<file path="config.mk">
export PLATFORM = sky130hd
export DESIGN_NAME = spb_bridge
export DESIGN_NICKNAME = d
export VERILOG_FILES = /design/src/rtl/spb_pkg.sv /design/src/rtl/spb_wfifo.sv /design/src/rtl/spb_shifter.sv /design/src/rtl/spb_bridge.sv
export SDC_FILE = /design/constraint.sdc
export NUM_CORES = 1
export LEC_CHECK = 0
export ABC_AREA = 1
export BUFFER_PORTS_ARGS = -buffer_cell sky130_fd_sc_hd__buf_2
export CORE_ASPECT_RATIO = 1.1
export CORE_UTILIZATION = 51
export CTS_CLUSTER_DIAMETER = 120
export DETAILED_ROUTE_END_ITERATION = 7
export PLACE_DENSITY_LB_ADDON = 0.08
export SLEW_MARGIN = 20
export SYNTH_ARGS = -nofsm -noshare
export SYNTH_HDL_FRONTEND = slang
export SYNTH_SLANG_ARGS = --single-unit
</file>
<file path="constraint.sdc">
create_clock -name clk -period 4.8 [get_ports clk]
set_clock_uncertainty 0.2 [all_clocks]
set_input_delay 0.96 -clock clk [delete_from_list [all_inputs] [get_ports clk]]
set_output_delay 0.96 -clock clk [all_outputs]
set_load 0.02 [all_outputs]
</file>
<file path="src/rtl/spb_pkg.sv">
package spb_pkg;

    typedef enum logic [1:0] {
        AM_10B = 2'd0,
        AM_12B = 2'd1,
        AM_15B = 2'd2
    } addr_mode_e;

    typedef enum logic [1:0] {
        SH_IDLE  = 2'd0,
        SH_SHIFT = 2'd1,
        SH_END   = 2'd2
    } sh_state_e;

    localparam logic [17:0] OFS_RD_CMD  = 18'h00028;
    localparam logic [17:0] OFS_RD_DATA = 18'h0002C;
    localparam logic [17:0] OFS_WF_STAT = 18'h00030;

    localparam int BIT_BUSY  = 31;
    localparam int BIT_OVF   = 12;
    localparam int BIT_FULL  = 11;
    localparam int BIT_EMPTY = 10;

    localparam int DATA_W = 16;

    function automatic int win_base(addr_mode_e m);
        return (m == AM_15B) ? 32'h20000 : 32'h08000;
    endfunction

    function automatic int win_bytes(addr_mode_e m);
        case (m)
            AM_10B:  return 4096;
            AM_12B:  return 16384;
            default: return 131072;
        endcase
    endfunction

    function automatic int word_bits(addr_mode_e m);
        case (m)
            AM_10B:  return 10;
            AM_12B:  return 12;
            default: return 15;
        endcase
    endfunction

endpackage

</file>
<file path="src/rtl/spb_wfifo.sv">
module spb_wfifo #(
    parameter int DEPTH = 4,
    parameter int W     = 28
) (
    input  logic         clk,
    input  logic         rst,
    input  logic         push,
    input  logic [W-1:0] din,
    input  logic         pop,
    output logic [W-1:0] dout,
    output logic         full,
    output logic         empty
);
    localparam int PW = (DEPTH > 1) ? $clog2(DEPTH) : 1;

    logic [W-1:0] mem [DEPTH];
    logic [PW-1:0] wr_ptr, rd_ptr;
    logic [PW:0]   count;

    logic do_push, do_pop;
    assign do_push = push && !full;
    assign do_pop  = pop && !empty;

    assign full  = (count == (PW+1)'(DEPTH));
    assign empty = (count == '0);
    assign dout  = mem[rd_ptr];

    always_ff @(posedge clk) begin
        if (do_push) begin
            mem[wr_ptr] <= din;
        end
    end

    always_ff @(posedge clk) begin
        if (rst) begin
            wr_ptr <= '0;
            rd_ptr <= '0;
            count  <= '0;
        end else begin
            if (do_push) begin
                wr_ptr <= (wr_ptr == PW'(DEPTH-1)) ? '0 : wr_ptr + 1'b1;
            end
            if (do_pop) begin
                rd_ptr <= (rd_ptr == PW'(DEPTH-1)) ? '0 : rd_ptr + 1'b1;
            end
            case ({do_push, do_pop})
                2'b10:   count <= count + 1'b1;
                2'b01:   count <= count - 1'b1;
                default: count <= count;
            endcase
        end
    end

endmodule

</file>
<file path="src/rtl/spb_shifter.sv">
module spb_shifter
    import spb_pkg::*;
#(
    parameter int WA = 12
) (
    input  logic          clk,
    input  logic          rst,
    input  logic          start,
    input  logic          is_rd,
    input  logic [WA-1:0] addr,
    input  logic [15:0]   data,
    input  logic [1:0]    sel,
    output logic          idle,
    output logic          done,
    output logic          done_rd,
    output logic [15:0]   rx,
    output logic          sclk,
    output logic [2:0]    cs_n,
    output logic          mosi,
    input  logic          miso
);
    localparam int FL = 1 + WA + DATA_W;
    localparam int CW = $clog2(FL);

    sh_state_e       state;
    logic [FL-1:0]   sr;
    logic [CW-1:0]   cnt;
    logic            phase;
    logic            rd_q;
    logic [1:0]      sel_q;

    assign idle    = (state == SH_IDLE);
    assign done    = (state == SH_END);
    assign done_rd = (state == SH_END) && rd_q;
    assign sclk    = (state == SH_SHIFT) && phase;
    assign mosi    = (state == SH_SHIFT) ? sr[FL-1] : 1'b0;
    assign cs_n    = (state == SH_SHIFT) ? ~(3'b001 << sel_q) : 3'b111;

    always_ff @(posedge clk) begin
        if (rst) begin
            state <= SH_IDLE;
            sr    <= '0;
            cnt   <= '0;
            phase <= 1'b0;
            rd_q  <= 1'b0;
            sel_q <= '0;
            rx    <= '0;
        end else begin
            case (state)
                SH_IDLE: begin
                    if (start) begin
                        sr    <= {is_rd, addr, (is_rd ? 16'h0000 : data)};
                        rd_q  <= is_rd;
                        sel_q <= sel;
                        cnt   <= '0;
                        phase <= 1'b0;
                        state <= SH_SHIFT;
                    end
                end
                SH_SHIFT: begin
                    if (!phase) begin
                        phase <= 1'b1;
                    end else begin
                        phase <= 1'b0;
                        sr    <= {sr[FL-2:0], 1'b0};
                        rx    <= {rx[14:0], miso};
                        if (cnt == CW'(FL-1)) begin
                            state <= SH_END;
                        end else begin
                            cnt <= cnt + 1'b1;
                        end
                    end
                end
                default: begin
                    state <= SH_IDLE;
                end
            endcase
        end
    end

endmodule

</file>
<file path="src/rtl/spb_bridge.sv">
module spb_bridge
    import spb_pkg::*;
#(
    parameter addr_mode_e MODE         = AM_12B,
    parameter bit         ECHO_SHIFTED = 1'b1,
    parameter int         FIFO_DEPTH   = 4,
    parameter int         BUS_AW       = 18
) (
    input  logic              clk,
    input  logic              rst,
    input  logic              bus_we,
    input  logic [BUS_AW-1:0] bus_addr,
    input  logic [31:0]       bus_wdata,
    output logic [31:0]       bus_rdata,
    output logic              ser_clk,
    output logic [2:0]        ser_cs_n,
    output logic              ser_mosi,
    input  logic              ser_miso
);
    localparam int  WA    = word_bits(MODE);
    localparam int  BASE  = win_base(MODE);
    localparam int  SIZE  = win_bytes(MODE);
    localparam bit  MULTI = (MODE != AM_10B);
    localparam int  IW    = WA + DATA_W;

    function automatic logic ofs_legal(logic [31:0] ofs);
        if (ofs >= 32'(SIZE)) return 1'b0;
        if (MULTI && (ofs[WA+1 -: 2] == 2'b11)) return 1'b0;
        return 1'b1;
    endfunction

    // bus decode
    logic [31:0] addr32, win_ofs;
    logic        win_hit, win_ok, cmd_hit, cmd_take;
    assign addr32  = 32'(bus_addr);
    assign win_ofs = addr32 - 32'(BASE);
    assign win_hit = bus_we && (addr32 >= 32'(BASE));
    assign win_ok  = win_hit && ofs_legal(win_ofs);
    assign cmd_hit = bus_we && (bus_addr == BUS_AW'(OFS_RD_CMD));

    // write queue
    logic          f_full, f_empty, f_push, f_pop, ovf_set;
    logic [IW-1:0] f_din, f_dout;
    assign f_push  = win_ok && !f_full;
    assign ovf_set = win_ok && f_full;
    assign f_din   = {win_ofs[WA+1:2], bus_wdata[15:0]};

    spb_wfifo #(.DEPTH(FIFO_DEPTH), .W(IW)) u_wfifo (
        .clk   (clk),
        .rst   (rst),
        .push  (f_push),
        .din   (f_din),
        .pop   (f_pop),
        .dout  (f_dout),
        .full  (f_full),
        .empty (f_empty)
    );

    // read sequencer state
    logic          rd_busy, rd_pend, ovf_q;
    logic [WA-1:0] rd_word;
    logic [14:0]   rd_tag, rd_echo, tag_w;
    logic [15:0]   rd_val;

    generate
        if (ECHO_SHIFTED) begin : g_echo_shift
            assign tag_w = bus_wdata[16:2];
        end else begin : g_echo_plain
            assign tag_w = bus_wdata[14:0];
        end
    endgenerate

    assign cmd_take = cmd_hit && ofs_legal(bus_wdata) && !rd_busy;

    // shifter arbitration: queued writes first, read once the queue is empty
    logic          sh_idle, sh_done, sh_done_rd, start_wr, start_rd, sh_start;
    logic [WA-1:0] sh_addr;
    logic [1:0]    sh_sel;
    logic [15:0]   sh_rx;

    assign start_wr = sh_idle && !f_empty;
    assign start_rd = sh_idle && f_empty && rd_pend;
    assign sh_start = start_wr || start_rd;
    assign f_pop    = start_wr;
    assign sh_addr  = start_wr ? f_dout[IW-1:DATA_W] : rd_word;

    generate
        if (MULTI) begin : g_multi
            assign sh_sel = sh_addr[WA-1 -: 2];
        end else begin : g_single
            assign sh_sel = 2'b00;
        end
    endgenerate

    spb_shifter #(.WA(WA)) u_shifter (
        .clk     (clk),
        .rst     (rst),
        .start   (sh_start),
        .is_rd   (start_rd),
        .addr    (sh_addr),
        .data    (f_dout[DATA_W-1:0]),
        .sel     (sh_sel),
        .idle    (sh_idle),
        .done    (sh_done),
        .done_rd (sh_done_rd),
        .rx      (sh_rx),
        .sclk    (ser_clk),
        .cs_n    (ser_cs_n),
        .mosi    (ser_mosi),
        .miso    (ser_miso)
    );

    always_ff @(posedge clk) begin
        if (rst) begin
            rd_busy <= 1'b0;
            rd_pend <= 1'b0;
            rd_word <= '0;
            rd_tag  <= '0;
            rd_echo <= '0;
            rd_val  <= '0;
            ovf_q   <= 1'b0;
        end else begin
            if (cmd_take) begin
                rd_busy <= 1'b1;
                rd_pend <= 1'b1;
                rd_word <= bus_wdata[WA+1:2];
                rd_tag  <= tag_w;
            end
            if (start_rd) begin
                rd_pend <= 1'b0;
            end
            if (sh_done_rd) begin
                rd_busy <= 1'b0;
                rd_val  <= sh_rx;
                rd_echo <= rd_tag;
            end
            if (ovf_set) begin
                ovf_q <= 1'b1;
            end
        end
    end

    always_comb begin
        bus_rdata = '0;
        if (bus_addr == BUS_AW'(OFS_RD_DATA)) begin
            bus_rdata = {rd_busy, rd_echo, rd_val};
        end else if (bus_addr == BUS_AW'(OFS_WF_STAT)) begin
            bus_rdata[BIT_OVF]   = ovf_q;
            bus_rdata[BIT_FULL]  = f_full;
            bus_rdata[BIT_EMPTY] = f_empty;
        end
    end

endmodule

</file>
==> flow_metrics.env <==
export IMPL_area_delta_synth_final_pct=13.95
export IMPL_final_cell_mix="nor2_1, nand2_1, dfxtp_1"
export IMPL_fin_total_pwr_uw=5085
export IMPL_critical_path_top_delay_family="simple AND/OR/NAND/NOR gates"
export IMPL_antenna_cells=0
export IMPL_worst_pin_slew_ns=0.7835
export IMPL_dieWidth_um=131.4
export IMPL_nFillCells=1610
export IMPL_htree_levels=1
export IMPL_worstHoldPathType="reg -> reg"
export IMPL_post_dp_cell_area_um2=9978
export IMPL_path_class="in -> out"
export IMPL_min_period_ns=3.684
export IMPL_clk_pin_slew_ns=0.06
export IMPL_end_kind="output pin"
export IMPL_finalCritPeriodShare_pct=76.74
export IMPL_cts_resized=0
export IMPL_synth_seq_area_share_pct=60.06
export IMPL_avgViaCountPerCell=5.185
export IMPL_synth_flop_cell="dfxtp_1"
export IMPL_cts_sinks=226
export IMPL_tns_ns=0
export IMPL_slowest_delay_ns=0.27
export IMPL_antenna_found_initial=0
export IMPL_path_max_fanout=32
export IMPL_cp_arrival_ns=2.52
export IMPL_clk_path_buf_depth=3
export IMPL_rsz0062_at_grt="false"
export IMPL_fp_dieArea_um2=18980
export IMPL_maxCapViolations=0
export IMPL_ys_warn_count=0
export IMPL_start_kind="input port"
export IMPL_power_density_nw_per_um2=474.7
export IMPL_wl_mm=20.67
export IMPL_max_freq_mhz=271.5
export IMPL_cp_num_buf_inv=3
export IMPL_drive_above_1_share_pct=15.08
export IMPL_synthesis_nets=1100
export IMPL_final_max_slew_viol_count=0
export IMPL_mostFrequentLayoutCell="nor2_1"
export IMPL_initial_core_util_pct=52.61
export IMPL_cts_root_buf="clkbuf_16"
export IMPL_first_pass_iters=5
export IMPL_grt_pass1_wl_mm=33.14
export IMPL_avgSynthCellArea_um2=9.082
export IMPL_critPathSlowestCell="inv_2"
export IMPL_async_flop_share_pct=0
export IMPL_grt_overflow=0
export IMPL_wire_per_inst_um=15.21
export IMPL_die_height_um=144.4
export IMPL_cts_made_buffers=23
export IMPL_hold_buffers=0
export IMPL_ant_nets=0
export IMPL_stdcell_area_um2=10710
export IMPL_fp_row_count=51
export IMPL_dp_hpwl_mm=13.07
export IMPL_final_nets=1170
export IMPL_slew_headroom_pct=47.69
export IMPL_grt_util_all_layers_pct=22.25
export IMPL_synth_distinct_cells=38
export IMPL_globalplace_congestion=0.8037
export IMPL_required_ns=3.64
export IMPL_hold_violations=0
export IMPL_grt_pass1_vias=6422
export IMPL_core_area_um2=17870
export IMPL_ys_ff_latch=226
export IMPL_synth_edff_count=112
export IMPL_fin_ws_ns=1.116
export IMPL_first_iter_violations=323
export IMPL_place_ws_ns=1.102
export IMPL_ir_worst_vdd_mv=0.3308
export IMPL_grt_max_degree=78
export IMPL_cts_setup_buffers=0
export IMPL_status="finished, final reports clean"
export IMPL_syn_cell_area_um2=9400
export IMPL_vias=7046
export IMPL_io_pins=91
export IMPL_postSynthCellCount=1035
export IMPL_clkLatencyLatePin_ns=0.50
export IMPL_cts_tree="yes"
export IMPL_setup_violations_final=0
export IMPL_drc_errors=0
export IMPL_path_cells="buf_2, nor2_1, nand2_1, nor2_1, nand2_1, nor2_1, inv_2, nand3_1, nand2_1, buf_2"
export IMPL_port_buffers=90
export IMPL_p_leak_uw=0.004113
worst min-delay path: stages (launching register included):
cell     delay [ns]
dfxtp_1        0.31
nand3_1        0.07
inv_1          0.03
area by class of cell:
cell class	count	area, um^2	share of cell area (%)
Inverter	108	409.1	3.820
Tap cell	238	297.8	2.780
Clock inverter	9	71.32	0.6658
Timing Repair Buffer	100	525.5	4.906
Clock buffer	32	661.9	6.179
Multi-Input combinational cell	646	3099	28.93
Sequential cell	226	5647	52.72
per-stage QoR:
step | hold WS, ns | util [%] | std cells
after detailed placement | 0.2424 | 55.85 | 1318
after global routing | 0.2695 | 59.95 | 1359
after floorplan | 0.2209 | - | 1035
after global placement | 0.2349 | 55.85 | 1318
final | 0.2520 | 59.95 | 1359
after CTS | 0.2528 | 59.95 | 1359
flip-flops by register name, indices dropped and copies added (netlist names), 2 cells and up, named ones only:
register / flops
u_wfifo.mem: 112
rd_val: 16
u_wfifo.rd_ptr: 2
u_shifter.sr: 29
u_shifter.state: 2
u_wfifo.count: 3
u_shifter.sel_q: 2
u_shifter.cnt: 5
u_shifter.rx: 16
rd_tag: 4
rd_word: 11
u_wfifo.wr_ptr: 2
rd_echo: 15
where the power goes:
group	switching (uW)	internal (uW)	total, uW
Sequential	61.1	2160	2220
Clock	708	1020	1720
Combinational	812	329	1140
Total	1580	3500	5090
worst paths after layout:
| path | startpoint | endpoint | slack (ns) | cells after the start |
|---|---|---|---|---|
| max | bus_addr[8] | bus_rdata[12] | 1.12 | 10 |
| min | rd_tag[12]$_SDFFE_PP0P_ | rd_tag[12]$_SDFFE_PP0P_ | 0.25 | 2 |
| max reg2reg | u_wfifo.count[2]$_SDFFE_PP0P_ | u_wfifo.count[2]$_SDFFE_PP0P_ | 2.18 | 11 |
| min reg2reg | rd_tag[12]$_SDFFE_PP0P_ | rd_tag[12]$_SDFFE_PP0P_ | 0.25 | 2 |
synthesized netlist by cell type (3+ instances only):
| cell | count | area (um^2) |
|---|---|---|
| buf_2 | 21 | 105.1 |
| inv_1 | 94 | 352.8 |
| buf_4 | 4 | 30.03 |
| nand3b_1 | 12 | 90.09 |
| ha_1 | 10 | 125.1 |
| nor2_1 | 179 | 671.9 |
| a21oi_1 | 85 | 425.4 |
| o21ai_0 | 109 | 545.5 |
| nand4_1 | 12 | 75.07 |
| nor2_2 | 5 | 31.28 |
| nand2_1 | 127 | 476.7 |
| nand3_1 | 44 | 220.2 |
| clkbuf_1 | 27 | 101.4 |
| edfxtp_1 | 112 | 3363 |
| nor2_4 | 3 | 33.78 |
| dfxtp_1 | 114 | 2282 |
| nor3_1 | 4 | 20.02 |
| o21ai_1 | 22 | 110.1 |
| inv_2 | 11 | 41.29 |
| o22ai_1 | 16 | 100.1 |
cells by family (layout without fill, tap and decap cells):
logic type | after synthesis | in the layout | share of synthesized area, %
simple gates | 395 | 395 | 17.97
compound gates | 239 | 239 | 13.20
flops | 226 | 226 | 60.06
buf+inv | 163 | 249 | 7.134
fa+ha+maj | 11 | 11 | 1.544
xor+xnor | 1 | 1 | 0.09319
metal layers:
layer  up-vias  share of wire [%]  global-route usage [%]  routed length, um
li1       3598                  -                       -                  -
met2       147                 48                   38.46               9858
met3        39                4.3                   2.944                881
met5         -                  0                       0                  0
met1      3262                 46                   29.11               9406
met4         0                2.5                   7.160                518
(Power assumes the default switching activity.)
